### config.mk
export PLATFORM = sky130hd
export DESIGN_NAME = devwin_top
export DESIGN_NICKNAME = d
export VERILOG_FILES = /design/src/rtl/devwin_pkg.sv /design/src/rtl/devwin_sel_reg.sv /design/src/rtl/devwin_decode.sv /design/src/rtl/devwin_kbd_page.sv /design/src/rtl/devwin_pad_merge.sv /design/src/rtl/devwin_top.sv
export SDC_FILE = /design/constraint.sdc
export NUM_CORES = 1
export LEC_CHECK = 0
export BUFFER_PORTS_ARGS = -buffer_cell sky130_fd_sc_hd__buf_2
export CORE_AREA = 2 2 300 302
export CTS_CLUSTER_DIAMETER = 80
export DETAILED_ROUTE_END_ITERATION = 12
export DIE_AREA = 0 0 302 304
export GPL_ROUTABILITY_DRIVEN = 0
export GPL_TIMING_DRIVEN = 1
export SLEW_MARGIN = 20
export SYNTH_ARGS = -nofsm -noshare
export SYNTH_HDL_FRONTEND = slang
export SYNTH_HIERARCHICAL = 1
export SYNTH_SLANG_ARGS = --single-unit
### constraint.sdc
create_clock -name clk -period 3.5 [get_ports clk]
set_clock_uncertainty 0.05 [all_clocks]
set_input_delay 0 -clock clk [delete_from_list [all_inputs] [get_ports clk]]
set_output_delay 0 -clock clk [all_outputs]
set_load 0.01 [all_outputs]
### src/rtl/devwin_pkg.sv
package devwin_pkg;
  localparam int BYTE_W     = 8;
  localparam int WIN_BYTES  = 16;
  localparam int DATA_BYTES = WIN_BYTES - 1;
  localparam int ADDR_W     = $clog2(WIN_BYTES);
  localparam int PAGE_BYTES = 16;

  localparam logic [3:0] KIND_KBD = 4'h0;
  localparam logic [3:0] KIND_PAD = 4'h2;

  typedef enum logic [1:0] {
    VIEW_NONE  = 2'd0,
    VIEW_KBD   = 2'd1,
    VIEW_SLOT  = 2'd2,
    VIEW_MERGE = 2'd3
  } view_e;

  // offset k in 1..15: gamepad byte with a meaning
  function automatic logic pad_off_defined(input int k);
    return (k == 1) || (k == 3) || (k == 4) || (k >= 5 && k <= 10);
  endfunction

  // offset k carries an analog quantity (stick axis or trigger)
  function automatic logic pad_off_analog(input int k);
    return (k >= 5) && (k <= 10);
  endfunction
endpackage

### src/rtl/devwin_sel_reg.sv
module devwin_sel_reg
  import devwin_pkg::*;
(
  input  logic              clk,
  input  logic              rst_n,
  input  logic              bus_wr,
  input  logic [ADDR_W-1:0] bus_addr,
  input  logic [BYTE_W-1:0] bus_wdata,
  output logic [BYTE_W-1:0] sel_q
);
  logic hit;
  assign hit = bus_wr && (bus_addr == '0);

  always_ff @(posedge clk) begin
    if (!rst_n)   sel_q <= '0;
    else if (hit) sel_q <= bus_wdata;
  end
endmodule

### src/rtl/devwin_decode.sv
module devwin_decode
  import devwin_pkg::*;
#(
  parameter int NUM_PAGES = 2,
  parameter int NUM_PADS  = 4
) (
  input  logic [BYTE_W-1:0] sel,
  output view_e             kind,
  output logic [3:0]        unit
);
  logic [3:0] lo, hi;
  assign lo = sel[3:0];
  assign hi = sel[7:4];

  always_comb begin
    kind = VIEW_NONE;
    unit = '0;
    if (lo == KIND_KBD) begin
      if (int'(hi) < NUM_PAGES) begin
        kind = VIEW_KBD;
        unit = hi;
      end
    end else if (lo == KIND_PAD) begin
      if (hi == 4'd0) begin
        kind = VIEW_MERGE;
      end else if (int'(hi) <= NUM_PADS) begin
        kind = VIEW_SLOT;
        unit = hi - 4'd1;
      end
    end
  end
endmodule

### src/rtl/devwin_kbd_page.sv
module devwin_kbd_page
  import devwin_pkg::*;
#(
  parameter int KBD_BYTES = 32,
  localparam int NUM_PAGES = KBD_BYTES / PAGE_BYTES
) (
  input  logic [KBD_BYTES*BYTE_W-1:0]  bitmap,
  input  logic [3:0]                   page,
  output logic [DATA_BYTES*BYTE_W-1:0] page_data
);
  logic [BYTE_W-1:0] pick [DATA_BYTES];

  for (genvar b = 0; b < DATA_BYTES; b++) begin : g_byte
    always_comb begin
      pick[b] = '0;
      for (int p = 0; p < NUM_PAGES; p++) begin
        if (int'(page) == p)
          pick[b] = bitmap[(p*PAGE_BYTES + b)*BYTE_W +: BYTE_W];
      end
    end
    assign page_data[b*BYTE_W +: BYTE_W] = pick[b];
  end
endmodule

### src/rtl/devwin_pad_merge.sv
module devwin_pad_merge
  import devwin_pkg::*;
#(
  parameter int NUM_PADS = 4,
  localparam int IDX_W = (NUM_PADS > 1) ? $clog2(NUM_PADS) : 1
) (
  input  logic [NUM_PADS*DATA_BYTES*BYTE_W-1:0] pad_bytes,
  input  logic [NUM_PADS-1:0]                   pad_present,
  output logic [DATA_BYTES*BYTE_W-1:0]          merged,
  output logic                                  any_present
);
  logic [IDX_W-1:0] low_idx;

  // lowest-numbered attached pad owns the analog bytes
  always_comb begin
    low_idx = '0;
    for (int p = NUM_PADS - 1; p >= 0; p--) begin
      if (pad_present[p]) low_idx = IDX_W'(p);
    end
  end

  assign any_present = |pad_present;

  for (genvar b = 0; b < DATA_BYTES; b++) begin : g_byte
    localparam int OFF = b + 1;
    logic [BYTE_W-1:0] val;
    if (!pad_off_defined(OFF)) begin : g_undef
      assign val = '0;
    end else if (pad_off_analog(OFF)) begin : g_analog
      always_comb begin
        val = '0;
        for (int p = 0; p < NUM_PADS; p++) begin
          if (int'(low_idx) == p && any_present)
            val = pad_bytes[(p*DATA_BYTES + b)*BYTE_W +: BYTE_W];
        end
      end
    end else begin : g_digital
      always_comb begin
        val = '0;
        for (int p = 0; p < NUM_PADS; p++) begin
          if (pad_present[p])
            val = val | pad_bytes[(p*DATA_BYTES + b)*BYTE_W +: BYTE_W];
        end
      end
    end
    assign merged[b*BYTE_W +: BYTE_W] = val;
  end
endmodule

### src/rtl/devwin_top.sv
module devwin_top
  import devwin_pkg::*;
#(
  parameter int KBD_BYTES = 32,
  parameter int NUM_PADS  = 4,
  localparam int NUM_PAGES = KBD_BYTES / PAGE_BYTES,
  localparam int PAD_W     = NUM_PADS * DATA_BYTES * BYTE_W
) (
  input  logic                        clk,
  input  logic                        rst_n,
  input  logic [ADDR_W-1:0]           bus_addr,
  input  logic                        bus_wr,
  input  logic [BYTE_W-1:0]           bus_wdata,
  input  logic                        bus_rd,
  output logic                        rd_valid,
  output logic [BYTE_W-1:0]           rd_data,
  input  logic                        kbd_present,
  input  logic [KBD_BYTES*BYTE_W-1:0] kbd_bitmap,
  input  logic [NUM_PADS-1:0]         pad_present,
  input  logic [PAD_W-1:0]            pad_bytes
);
  logic [BYTE_W-1:0]            sel_q;
  view_e                        kind;
  logic [3:0]                   unit;
  logic [DATA_BYTES*BYTE_W-1:0] kbd_view;
  logic [DATA_BYTES*BYTE_W-1:0] merge_view;
  logic                         any_pad;
  logic [BYTE_W-1:0]            slot_b [DATA_BYTES];
  logic [BYTE_W-1:0]            view_b [DATA_BYTES];
  logic                         slot_on;
  logic                         view_ok;
  logic [BYTE_W-1:0]            win_byte;

  devwin_sel_reg u_sel (
    .clk(clk), .rst_n(rst_n), .bus_wr(bus_wr), .bus_addr(bus_addr),
    .bus_wdata(bus_wdata), .sel_q(sel_q)
  );

  devwin_decode #(.NUM_PAGES(NUM_PAGES), .NUM_PADS(NUM_PADS)) u_dec (
    .sel(sel_q), .kind(kind), .unit(unit)
  );

  devwin_kbd_page #(.KBD_BYTES(KBD_BYTES)) u_kbd (
    .bitmap(kbd_bitmap), .page(unit), .page_data(kbd_view)
  );

  devwin_pad_merge #(.NUM_PADS(NUM_PADS)) u_merge (
    .pad_bytes(pad_bytes), .pad_present(pad_present),
    .merged(merge_view), .any_present(any_pad)
  );

  always_comb begin
    slot_on = 1'b0;
    for (int p = 0; p < NUM_PADS; p++)
      if (int'(unit) == p) slot_on = pad_present[p];
  end

  // one selected slot, undefined offsets forced to zero
  for (genvar b = 0; b < DATA_BYTES; b++) begin : g_slot
    if (!pad_off_defined(b + 1)) begin : g_undef
      assign slot_b[b] = '0;
    end else begin : g_def
      always_comb begin
        slot_b[b] = '0;
        for (int p = 0; p < NUM_PADS; p++)
          if (int'(unit) == p)
            slot_b[b] = pad_bytes[(p*DATA_BYTES + b)*BYTE_W +: BYTE_W];
      end
    end
  end

  always_comb begin
    case (kind)
      VIEW_KBD:   view_ok = kbd_present;
      VIEW_SLOT:  view_ok = slot_on;
      VIEW_MERGE: view_ok = any_pad;
      default:    view_ok = 1'b0;
    endcase
  end

  for (genvar b = 0; b < DATA_BYTES; b++) begin : g_view
    always_comb begin
      view_b[b] = '0;
      if (view_ok) begin
        case (kind)
          VIEW_KBD:   view_b[b] = kbd_view[b*BYTE_W +: BYTE_W];
          VIEW_SLOT:  view_b[b] = slot_b[b];
          VIEW_MERGE: view_b[b] = merge_view[b*BYTE_W +: BYTE_W];
          default:    view_b[b] = '0;
        endcase
      end
    end
  end

  always_comb begin
    if (bus_addr == '0) win_byte = {view_ok, view_ok, sel_q[5:0]};
    else                win_byte = view_b[bus_addr - ADDR_W'(1)];
  end

  always_ff @(posedge clk) begin
    if (!rst_n) begin
      rd_valid <= 1'b0;
      rd_data  <= '0;
    end else begin
      rd_valid <= bus_rd;
      if (bus_rd) rd_data <= win_byte;
    end
  end
endmodule

==> flow_summary.json <==
{
  "status": "finished with violations",
  "violations": "negative setup slack",
  "portBuffers": 557,
  "rows": 110,
  "dieArea_um2": 91810,
  "die_w_um": 302,
  "setup_ws_ps": -60.92,
  "start_util_pct": 11.60,
  "fin_setup_tns_ps": -95.67,
  "nNetsFinal": 2864,
  "synthTopCellsByArea": "mux2i_1 30%, nor2_1 7.1%, buf_4 5.4%",
  "finalWirelength_um": 79350,
  "cts.clk_slew.worst_paths_ps": 50,
  "synth_area_per_cell_um2": 7.240,
  "numClockSinks": 17,
  "p_per_area_nw_per_um2": 130.0,
  "min_path_type": "input port to register",
  "clock-root-buffer": "clkbuf_16",
  "rsz0062_at_grt": "true",
  "drc": 0,
  "maxCapViolations": 0,
  "grt-ovfl-total": 0,
  "startpoint_type": "register",
  "grt_max_degree": 49,
  "synthFlopType": "dfxtp_1",
  "drt-vias-per-instance": 4.389,
  "fin_crit_sh_pct": 101.7,
  "power_frac_clock_pct": 10.5,
  "async_reset_ff_share_pct": 0,
  "synth_top_area_share_pct": 30.42,
  "place_hpwl_um": 64040,
  "drive_above_1_share_pct": 47.62,
  "netlist_area_um2": 10330,
  "first_iter_violations": 1355,
  "synth_edf_count": 0,
  "ant_nets": 0,
  "yosysMostFrequentCell": "mux2i_1",
  "dp.cells": 3227,
  "dpl-instance-area_um2": 15560,
  "cp.required_ps": 3590,
  "die_height_um": 304,
  "ir_drop_uv": 178.4,
  "grt_pass1_vias": 13950,
  "final_cells": 3290,
  "area_growth_pct": 64.43,
  "stdcell_area_um2": 16990,
  "cts_buffers": 3,
  "cts_tree": "built",
  "ys_types": 79,
  "ys_seq_area_share_pct": 3.294,
  "p_comb_share_pct": 80.0,
  "p_sw_share_pct": 48.10,
  "leakage_nw": 6.591,
  "clk_latency_ps": 250,
  "synthTopCellsByCount": "314 x mux2i_1, 195 x nor2_1, 116 x nand2_1",
  "switchingPower_w": 0.001063,
  "tightest_slew_ps": 956.7,
  "path_class": "register to register",
  "max_freq_ghz": 0.2808,
  "htree_num_levels": 1,
  "slew_headroom_pct": 36.08,
  "seqPwrFrac_pct": 9.6,
  "ios": 766,
  "crit_arrival_ps": 3650,
  "grt_pass1_wl_um": 106500,
  "cp_max_fo": 5,
  "post-route-min-period_ps": 3561,
  "ys_seq_elements": 17,
  "ys_warn_count": 6,
  "core_area_um2": 89050,
  "cp-end-kind": "register",
  "clockBufferDepth": 2,
  "final-setup-viol-count": 2,
  "dr.pass1.iters": 5,
  "finalHoldViolCount": 0,
  "whs_ps": 24.75,
  "grt_use_total_pct": 16.36,
  "dpl_worst_slack_ps": -256.6,
  "synth_cells": 1427,
  "internal_power_w": 0.001146,
  "yosys.area.top_type": "mux2i_1",
  "vias": 14440,
  "antenna_found_initial": 40,
  "avgRoutedWirePerCell_um": 24.12,
  "slew_viol_final": 0
}
timing repair:
item	in CTS	in global routing
gates resized for setup	126	45
pin swaps	35	18
gates cloned	6	0
hold buffers	7	0
hold endpoints to repair	7	0
buffers inserted	34	6
setup endpoints to repair	8	8
metrics by stage:
stage | power (W) | utilization [%]
global route | 0.002367 | 19.06
finish | 0.002209 | 19.08
CTS | 0.002200 | 18.78
detailed placement | 0.001867 | 17.48
global placement | 0.001856 | 17.48
floorplan | 0.0009505 | -
worst paths after layout:
path	cells past startpoint	slack, ps	startpoint	endpoint
worst max-delay path	17	-60	u_sel/sel_q[5]$_SDFFE_PN0P_	rd_data[3]$_SDFFE_PN0P_
worst min-delay path	3	20	bus_wdata[5]	u_sel/sel_q[5]$_SDFFE_PN0P_
worst min register to register	2	450	u_sel/sel_q[7]$_SDFFE_PN0P_	u_sel/sel_q[7]$_SDFFE_PN0P_
worst max register to register	17	-60	u_sel/sel_q[5]$_SDFFE_PN0P_	rd_data[3]$_SDFFE_PN0P_
area by class of cell:
type                       instances  area (um^2)
antenna                           12        30.03
clock buffer                       4        78.83
fill                           10010        72060
inverter                          15        61.31
multi-input combinational       1245         9572
sequential                        17        341.6
tap                             1176         1471
timing repair buffer             821         5433
state kept, by name, indices dropped and copies added (netlist names):
signal	flops
u_sel/sel_q	8
rd_valid	1
rd_data	8
cells by family after synthesis:
family	share of synthesized area [%]
compound gates	28.36
xor+xnor	0.4240
fa+ha+maj	0.4845
buf+inv	12.66
flops	3.294
mux	38.49
other cells	0.03630
simple gates	16.25
layout by cell type, fill, tap and decap left out, types with 5 or more instances in the layout:
cell / n
a211oi_1: 11
a21oi_1: 53
a21oi_2: 13
a221o_1: 6
a221oi_1: 49
a22oi_1: 70
a31oi_1: 8
buf_12: 32
buf_2: 555
buf_4: 196
buf_6: 22
conb_1: 48
dfxtp_1: 16
diode_2: 12
dlygate4sd3_1: 7
inv_1: 11
mux2_2: 45
mux2i_1: 289
mux2i_2: 14
mux2i_4: 11
mux4_2: 14
nand2_1: 116
nand2b_1: 6
nand3_1: 11
nor2_1: 183
nor2_2: 9
nor2b_1: 11
nor3_1: 10
o21ai_0: 65
o21ai_1: 40
o221ai_1: 10
o221ai_2: 5
o22ai_1: 37
o22ai_2: 6
per-layer routing:
metal | up-vias | global-route usage, % | routed length [um] | share of wire, %
met3 | 116 | 3.563 | 6091 | 7.7
met5 | - | 0 | 192 | 0.24
li1 | 6678 | - | - | -
met4 | 30 | 2.003 | 1254 | 1.6
met2 | 735 | 27.92 | 37090 | 47
met1 | 6882 | 21.48 | 34720 | 44
power groups by stage:
stage / Clock, W / Combinational (W) / Sequential (W)
after floorplan: 0 / 0.000735 / 0.000215
after global placement: 0 / 0.00164 / 0.000214
after detailed placement: 0 / 0.00165 / 0.000214
after CTS: 0.000232 / 0.00176 / 0.000210
after global routing: 0.000239 / 0.00192 / 0.000211
final: 0.000232 / 0.00177 / 0.000211
worst max-delay path, stage by stage (launching register included):
cell and delay [ps]:
dfxtp_1 320, inv_1 100, ha_1 210, nor2_1 200
a21oi_2 80, o31ai_4 210, buf_12 150, buf_12 120
buf_12 100, bufbuf_16 250, mux2i_1 180, nor2_1 50
mux2_2 270, a221oi_2 300, buf_4 180, a21oi_2 50
o311a_4 430, a22o_1 190
Note: power is estimated with default switching activity, not from simulation.
